<file path="src/rtl/ucu_pkg.sv">
package ucu_pkg;
  localparam int ADDR_W = 6;
  localparam int OPC_W  = 4;
  localparam int CTRL_W = 12;
  localparam int SEL_W  = 3;
  localparam int WORD_W = CTRL_W + 1 + SEL_W + ADDR_W;
  localparam int DEPTH  = 1 << ADDR_W;

  typedef struct packed {
    logic [CTRL_W-1:0] ctrl;
    logic              disp;
    logic [SEL_W-1:0]  csel;
    logic [ADDR_W-1:0] base;
  } uword_t;

  // condition select codes
  localparam logic [SEL_W-1:0] SEL_NONE  = 3'd0;
  localparam logic [SEL_W-1:0] SEL_READY = 3'd1;
  localparam logic [SEL_W-1:0] SEL_BEN   = 3'd2;
  localparam logic [SEL_W-1:0] SEL_MODE  = 3'd3;
  localparam logic [SEL_W-1:0] SEL_PRIV  = 3'd4;
  localparam logic [SEL_W-1:0] SEL_IRQ   = 3'd5;

  // control signal bit positions
  localparam int C_LD_MAR   = 0;
  localparam int C_LD_PC    = 1;
  localparam int C_GATE_PC  = 2;
  localparam int C_LD_MDR   = 3;
  localparam int C_MEM_EN   = 4;
  localparam int C_LD_IR    = 5;
  localparam int C_GATE_MDR = 6;
  localparam int C_LD_REG   = 7;
  localparam int C_GATE_ALU = 8;
  localparam int C_LD_CC    = 9;
  localparam int C_LD_BEN   = 10;
  localparam int C_IRQ_ACK  = 11;

  function automatic logic [CTRL_W-1:0] cbit(input int pos);
    logic [CTRL_W-1:0] v;
    v = '0;
    v[pos] = 1'b1;
    return v;
  endfunction

  function automatic uword_t mk(input logic [CTRL_W-1:0] c, input logic d,
                                input logic [SEL_W-1:0] s, input int b);
    uword_t w;
    w.ctrl = c;
    w.disp = d;
    w.csel = s;
    w.base = ADDR_W'(b);
    return w;
  endfunction

  // built-in microprogram
  function automatic uword_t default_word(input int a);
    case (a)
      18: return mk(cbit(C_LD_MAR) | cbit(C_LD_PC) | cbit(C_GATE_PC), 1'b0, SEL_IRQ, 33);
      33: return mk(cbit(C_LD_MDR) | cbit(C_MEM_EN), 1'b0, SEL_READY, 33);
      35: return mk(cbit(C_LD_IR) | cbit(C_GATE_MDR), 1'b0, SEL_NONE, 32);
      32: return mk(cbit(C_LD_BEN), 1'b1, SEL_NONE, 0);
      0:  return mk('0, 1'b0, SEL_BEN, 18);
      22: return mk(cbit(C_LD_PC), 1'b0, SEL_NONE, 18);
      1, 9: return mk(cbit(C_LD_REG) | cbit(C_GATE_ALU) | cbit(C_LD_CC), 1'b0, SEL_NONE, 18);
      4:  return mk(cbit(C_LD_PC), 1'b0, SEL_MODE, 20);
      8:  return mk('0, 1'b0, SEL_PRIV, 36);
      49: return mk(cbit(C_IRQ_ACK), 1'b0, SEL_NONE, 18);
      default: return mk('0, 1'b0, SEL_NONE, 18);
    endcase
  endfunction

  // base address with the selected condition OR-ed into its bit
  function automatic logic [ADDR_W-1:0] modify(input uword_t w, input logic rdy,
      input logic br, input logic md, input logic pv, input logic iq);
    logic [ADDR_W-1:0] m;
    m = '0;
    case (w.csel)
      SEL_READY: m[1] = rdy;
      SEL_BEN:   m[2] = br;
      SEL_MODE:  m[0] = md;
      SEL_PRIV:  m[3] = pv;
      SEL_IRQ:   m[4] = iq;
      default:   m = '0;
    endcase
    return w.base | m;
  endfunction
endpackage

</file>
<file path="src/rtl/ucu_store.sv">
module ucu_store
  import ucu_pkg::*;
(
  input  logic              clk,
  input  logic              rst_n,
  input  logic [ADDR_W-1:0] rd_addr,
  output uword_t            rd_word,
  input  logic              ld_en,
  input  logic [ADDR_W-1:0] ld_addr,
  input  uword_t            ld_word
);
  uword_t mem [DEPTH];

  always_ff @(posedge clk or negedge rst_n) begin
    if (!rst_n) begin
      for (int i = 0; i < DEPTH; i++) mem[i] <= default_word(i);
    end else if (ld_en) begin
      mem[ld_addr] <= ld_word;
    end
  end

  assign rd_word = mem[rd_addr];

  AST_LOAD_LANDS: assert property (@(posedge clk) disable iff (!rst_n)
    ld_en |=> mem[$past(ld_addr)] == $past(ld_word));
endmodule

</file>
<file path="src/rtl/ucu_seq.sv">
module ucu_seq
  import ucu_pkg::*;
(
  input  uword_t            word,
  input  logic [OPC_W-1:0]  opcode,
  input  logic              irq,
  input  logic              ben,
  input  logic              mode,
  input  logic              priv,
  input  logic              mem_ready,
  output logic [ADDR_W-1:0] nxt_addr,
  output logic              dispatch_taken
);
  localparam int PAD_W = ADDR_W - OPC_W;

  assign dispatch_taken = word.disp;

  always_comb begin
    if (word.disp) nxt_addr = {{PAD_W{1'b0}}, opcode};
    else           nxt_addr = modify(word, mem_ready, ben, mode, priv, irq);
  end
endmodule

</file>
<file path="src/rtl/ucu_top.sv">
module ucu_top
  import ucu_pkg::*;
#(
  parameter int RESET_ADDR = 18
) (
  input  logic                 clk,
  input  logic                 rst_n,
  input  logic [OPC_W-1:0]     opcode,
  input  logic                 irq,
  input  logic                 ben,
  input  logic                 mode,
  input  logic                 priv,
  input  logic                 mem_ready,
  input  logic                 load_en,
  input  logic [ADDR_W-1:0]    load_addr,
  input  logic [WORD_W-1:0]    load_word,
  output logic [ADDR_W-1:0]    state_addr,
  output logic [CTRL_W-1:0]    ctrl
);
  localparam logic [ADDR_W-1:0] RST_A = ADDR_W'(RESET_ADDR);
  localparam int PAD_W = ADDR_W - OPC_W;

  logic [ADDR_W-1:0] state_q;
  logic [ADDR_W-1:0] nxt_addr;
  logic              dispatch_taken;
  uword_t            cur_word;
  uword_t            ld_w;

  assign ld_w = uword_t'(load_word);

  ucu_store u_store (
    .clk(clk), .rst_n(rst_n), .rd_addr(state_q), .rd_word(cur_word),
    .ld_en(load_en), .ld_addr(load_addr), .ld_word(ld_w)
  );

  ucu_seq u_seq (
    .word(cur_word), .opcode(opcode), .irq(irq), .ben(ben), .mode(mode),
    .priv(priv), .mem_ready(mem_ready), .nxt_addr(nxt_addr),
    .dispatch_taken(dispatch_taken)
  );

  always_ff @(posedge clk or negedge rst_n) begin
    if (!rst_n) state_q <= RST_A;
    else        state_q <= nxt_addr;
  end

  assign state_addr = state_q;
  assign ctrl       = cur_word.ctrl;

  AST_RESET_ADDR: assert property (@(posedge clk)
    $rose(rst_n) |-> state_q == RST_A);
  AST_DISPATCH: assert property (@(posedge clk) disable iff (!rst_n)
    dispatch_taken |=> state_q == {{PAD_W{1'b0}}, $past(opcode)});
  AST_WAIT_HOLD: assert property (@(posedge clk) disable iff (!rst_n)
    (!cur_word.disp && cur_word.csel == SEL_READY && !mem_ready)
      |=> state_q == $past(cur_word.base));
  AST_PLAIN_NEXT: assert property (@(posedge clk) disable iff (!rst_n)
    (!cur_word.disp && (cur_word.csel == SEL_NONE || cur_word.csel > SEL_IRQ))
      |=> state_q == $past(cur_word.base));
endmodule

</file>
<file path="config.mk">
export PLATFORM = sky130hd
export DESIGN_NAME = ucu_top
export DESIGN_NICKNAME = d
export VERILOG_FILES = /design/src/rtl/ucu_pkg.sv /design/src/rtl/ucu_store.sv /design/src/rtl/ucu_seq.sv /design/src/rtl/ucu_top.sv
export SDC_FILE = /design/constraint.sdc
export NUM_CORES = 2
export LEC_CHECK = 0
export ABC_CLOCK_PERIOD_IN_PS = 9750
export BUFFER_PORTS_ARGS = -buffer_cell sky130_fd_sc_hd__buf_2
export CAP_MARGIN = 0
export CORE_ASPECT_RATIO = 0.8
export CORE_MARGIN = 8
export CORE_UTILIZATION = 30
export DETAILED_ROUTE_END_ITERATION = 16
export GPL_TIMING_DRIVEN = 0
export SLEW_MARGIN = 30
export SYNTH_ARGS = -nofsm -noshare
export SYNTH_HDL_FRONTEND = slang
export SYNTH_SLANG_ARGS = --single-unit
</file>
<file path="constraint.sdc">
create_clock -name clk -period 9.75 [get_ports clk]
set_input_delay 1.4625 -clock clk [delete_from_list [all_inputs] [get_ports clk]]
set_output_delay 1.4625 -clock clk [all_outputs]
set_load 0.03 [all_outputs]
</file>
Yosys cells after proc, flatten, opt, wreduce, memory -nomap -nowiden:

Cells that the tools add are included.

* input port bits: 40
* register bits: 1414
* output and inout bits: 18

* magnitude comparators: 3
* multiplexer cells: 18
* reductions and logical operators: 1
* bitwise gates (word level): 3
* equal/unequal tests: 5

Operators with widths (count)
* $bwmux W1408: 1
* $bmux W22 S6: 1
* $demux W22 S6: 1
* $mux W22: 3
* $ge A7 B7 Y1 const B: 2
* $not A6 Y7: 2
* $mux W1: 11
* $lt A7 B1 Y1 const B: 1
* $eq A3 B2 Y1 const B: 2
* $eq A3 B3 Y1 const B: 2
* $mux W6: 1
* $or A6 B6 Y6: 1
* $eq A3 B1 Y1 const B: 1
* $logic_and A1 B1 Y1: 1

Longest topological paths before layout:

* word-level depth: 9
* gate-level depth with buffers: 12
* gate-level depth less buffers: 6

Modules after synthesis:

From an unflattened synthesis, not the netlist that was laid out.

* cell total of the unflattened synthesis: 4035
* area total of the unflattened synthesis: 64130.3 um^2

Modules (own cells, without submodules)
* ucu_store: times used 1, area each 63835.0 um^2, cells an instance 4010
* ucu_top: times used 1, area each 152.6 um^2, cells an instance 6
* ucu_seq: times used 1, area each 142.6 um^2, cells an instance 19

Worst setup path before layout:

No wires, ideal clock.

* path kind: flip-flop to output port
* start point: reg state_q[1], in the netlist state_addr[1]
* end point: out ctrl[0]
* cell stages (with the launch flop): 10
* slack: 5.073 ns
* path buffers: 6
* arrival time: 3.214 ns
* data required time: 8.287 ns
* path through: dfstp_2 > buf_2 > buf_4 > buf_6 > buf_6 > buf_6 > clkbuf_1 > mux4_2 > mux4_2 > mux4_2

* longest elaborated chain between the ends: 4

RTL lines
* start, declared: line ucu_top.sv:23 `logic [ADDR_W-1:0] state_q;`
* start signal, assigned: line ucu_top.sv:44 `else state_q <= nxt_addr;`
* $not A6 Y7 (implied by the code): line ucu_store.sv:22 `assign rd_word = mem[rd_addr];`
* $bmux W22 S6: line ucu_store.sv:22
* $mux W22 (implied by the code) (2 in a row): line ucu_store.sv:22
* end, declared: line ucu_top.sv:18 `output logic [CTRL_W-1:0] ctrl`

No other way between the ends. The select of a mux whose other input is x is not followed.

Worst setup path in the final report:

* start point: reg state_q[1], in the netlist state_addr[1]
* end point: out ctrl[8]

Same word-level chain as after synthesis.

==> out/results.tsv <==
stage	metric	value	unit
run_status	status	complete, no violations	
route	drt_pre_antenna_iters	5	
global_routing	grt_max_degree	126	
global_routing	grt_pass1_wl	281000	um
synthesis	ys_seq_area_frac	0.555	
route	wl	191000	um
synthesis	synthSimpleGateAreaFrac	0.0119	
floorplan	fp.dieH	429	um
timing	min_period	7460	ps
floorplan	floorplan.io_pins	58	
clock_tree	cts.path.max_buffers	3	
timing	tightest_slew	1050	ps
synthesis	yosys.area_share.xor_xnor	0	
flow_run	max-cap-violations	0	
timing	max-slew-margin-rel	0.300	
critical_path	path_max_fanout	11	
global_routing	antenna_found_initial	23	
critical_path	cp-start-kind	register	
critical_path	critPathKind	register to output pin	
final_layout	layout_common_cells	mux2_2, dfrtp_1, mux4_2, clkbuf_1, clkbuf_16	
floorplan	coreArea	212000	um^2
pwr	peakVddDrop	136	uV
floorplan	rows	151	
timing	rsz0062_at_grt	no	
final_layout	fillers	20300	
route	wl_per_cell	27.2	um
critical_path	slowest_stage	buf_2	
clock_tree	cts_setup_buffers	0	
timing	hold_viol_final	0	
critical_path	crit_required	8290	ps
final_layout	final_common_cell	mux2_2	
synthesis	synth_compound_area_frac	0.00959	
placed_design	io_buffer_count	35	
synthesis	synthAdderAreaFrac	0	
critical_path	cp_num_buf_inv	7	
synthesis	ys.flop_type	dfrtp_1	
clock_tree	worstSkewPairLatency	770	ps
synthesis	ys_warn_count	0	
clock_tree	h-tree-depth	4	
critical_path	path_delay_family	buffers and inverters	
critical_path	arrival	6000	ps
timing	setup_tns	0	ps
synthesis	synth_top_area_cell	dfrtp_1	
synthesis	synth_seq_cells	1414	
critical_path	cp-end-kind	output pin	
route	viasPerCell	5.18	
pwr	power.density	250	nW/um^2
timing	fin_crit_sh	0.765	
synthesis	synth_area	64100	um^2
clock_tree	cts_buffers	150	
final_layout	stdcell_count	7052	
final_layout	nets	4136	
timing	max_freq	134	MHz
synthesis	synth_top_area_frac	0.493	
synthesis	synth_nets	3936	
global_routing	grt_pass1_vias	38200	
clock_tree	cts-root-buf	clkbuf_16	
timing	drv_slew	0	
route	vias	36500	
route	final_antenna_net_count	0	
timing	setup_viol	0	
synthesis	syn_avg_cell_area	16.4	um^2
clock_tree	cts-resized-gates	0	
timing	finClkSkew	18.8	ps
synthesis	synth_area_leaders	dfrtp_1, mux2_2, mux4_2	
placed_design	dpl.hpwl	141000	um
route	initialDrtViolationCount	3244	
pwr	p_leak	31.9	nW
synthesis	yosysUniqueCellTypes	49	
synthesis	synth_top_family_by_area	multiplexers	
floorplan	dieArea	229000	um^2
min_path	hold_path_class	register to register	
critical_path	path_cells	buf_2 > buf_4 > buf_6 > buf_6 > buf_2 > buf_2 > mux4_2 > mux4_2 > mux4_2 > buf_2	
clock_tree	cts.sinks	1414	
placed_design	gp_congestion	0.951	
floorplan	initial_core_util	0.302	
synthesis	syn_inst	3896	
clock_tree	cts_tree	yes	
clock_tree	path_clk_slew	60	ps
global_routing	track_usage	0.166	
floorplan	die_w	533	um
final_layout	drive_gt1_frac	0.558	
route	drc	0	
placed_design	dp.cells	6774	
final_layout	fin_util	0.345	
clock_tree	hold_buffers	0	
synthesis	muxShareOfSynthArea	0.397	
critical_path	crit_path_frequent_cell	buf_2	
critical_path	cpPeakStageDelay	680	ps
synthesis	synth_edf_count	0	
synthesis	synthArstFlopShare	1.00	
final_layout	syn_to_final_growth	14.2	%
global_routing	globalRouteOverflowTotal	0	
[cells by family (layout without fill, tap and decap cells)]
family,Yosys count,count (layout)
other cells,0,10
mux,1839,1839
compound gates,87,87
simple gates,158,158
buf+inv,398,714
flops,1414,1414
[cell usage after synthesis, types with 2 or more instances]
| cell | n |
|---|---|
| a211oi_1 | 4 |
| a21oi_1 | 13 |
| a221oi_1 | 8 |
| a22o_1 | 8 |
| a22oi_1 | 26 |
| a31oi_1 | 7 |
| and2_1 | 8 |
| and3_1 | 2 |
| buf_1 | 63 |
| buf_2 | 52 |
| buf_4 | 9 |
| buf_6 | 9 |
| clkbuf_1 | 261 |
| dfrtp_1 | 1262 |
| dfstp_2 | 152 |
| inv_1 | 2 |
| mux2_2 | 1410 |
| mux2i_1 | 10 |
| mux4_1 | 5 |
| mux4_2 | 414 |
| nand2_1 | 37 |
| nand2b_1 | 2 |
| nand3_1 | 9 |
| nand3b_1 | 3 |
| nand4_1 | 4 |
| nor2_1 | 57 |
| nor2b_1 | 7 |
| nor3_1 | 11 |
| nor3b_1 | 3 |
| o21ai_0 | 2 |
| o21ai_1 | 2 |
| o221ai_1 | 2 |
| o22ai_1 | 10 |
| or2_2 | 3 |
| or3_1 | 3 |
| or3b_2 | 3 |
[where the power goes]
part	internal (mW)	switching, mW	leakage [nW]
clock	3.40	2.37	2.44
combinational	2.30	3.12	11.1
sequential	6.72	0.405	18.3
total	12.4	5.90	31.9
[layer usage]
layer / wire [um] / share of wire / GRT usage
met3: 14300 / 0.075 / 0.0441
met5: 27 / 0.00014 / 0
met4: 5430 / 0.028 / 0.0481
met1: 90900 / 0.47 / 0.246
met2: 80900 / 0.42 / 0.237
[sequential cells by signal, indices dropped and copies added, names as in the netlist]
signal       flops
u_store.mem   1408
state_addr       6
[final timing paths]
| path | start | endpoint | slack (ps) | depth (start not counted) |
|---|---|---|---|---|
| setup / recovery | state_addr[1] | ctrl[8] | 2290 | 10 |
| hold / removal | u_store.mem[654] | u_store.mem[654] | 500 | 1 |
| setup reg to reg | state_addr[1] | state_addr[0] | 4610 | 12 |
| hold reg to reg | u_store.mem[654] | u_store.mem[654] | 500 | 1 |
| max in group asynchronous | rst_n | u_store.mem[519] | 6710 | 5 |
| min in group asynchronous | rst_n | u_store.mem[245] | 580 | 1 |
[cell type report]
cell class | count | area (um^2) | share of cell area
repair buffers | 48 | 548 | 0.00749
diodes | 10 | 25.0 | 0.000342
clock inverters | 23 | 262 | 0.00357
clock buffers | 245 | 4690 | 0.0641
plain buffers | 395 | 1690 | 0.0231
inverters | 3 | 11.3 | 0.000154
flip-flops and latches | 1414 | 35600 | 0.486
well taps | 2830 | 3540 | 0.0484
multi-input cells | 2084 | 26800 | 0.367
[per-stage QoR]
| step | total power, mW | setup WS [ps] | hold slack (ps) | area [um^2] |
|---|---|---|---|---|
| after CTS | 18.4 | 2310 | 500 | 73100 |
| after detailed placement | 12.6 | 3170 | 487 | 68200 |
| after floorplan | 10.4 | 5070 | 471 | 64100 |
| after global placement | 12.5 | -23870 | 481 | 67800 |
| after global routing | 19.0 | 2340 | 513 | 73100 |
| final | 18.3 | 2290 | 499 | 73200 |
Power figures use the tool's default switching activity.
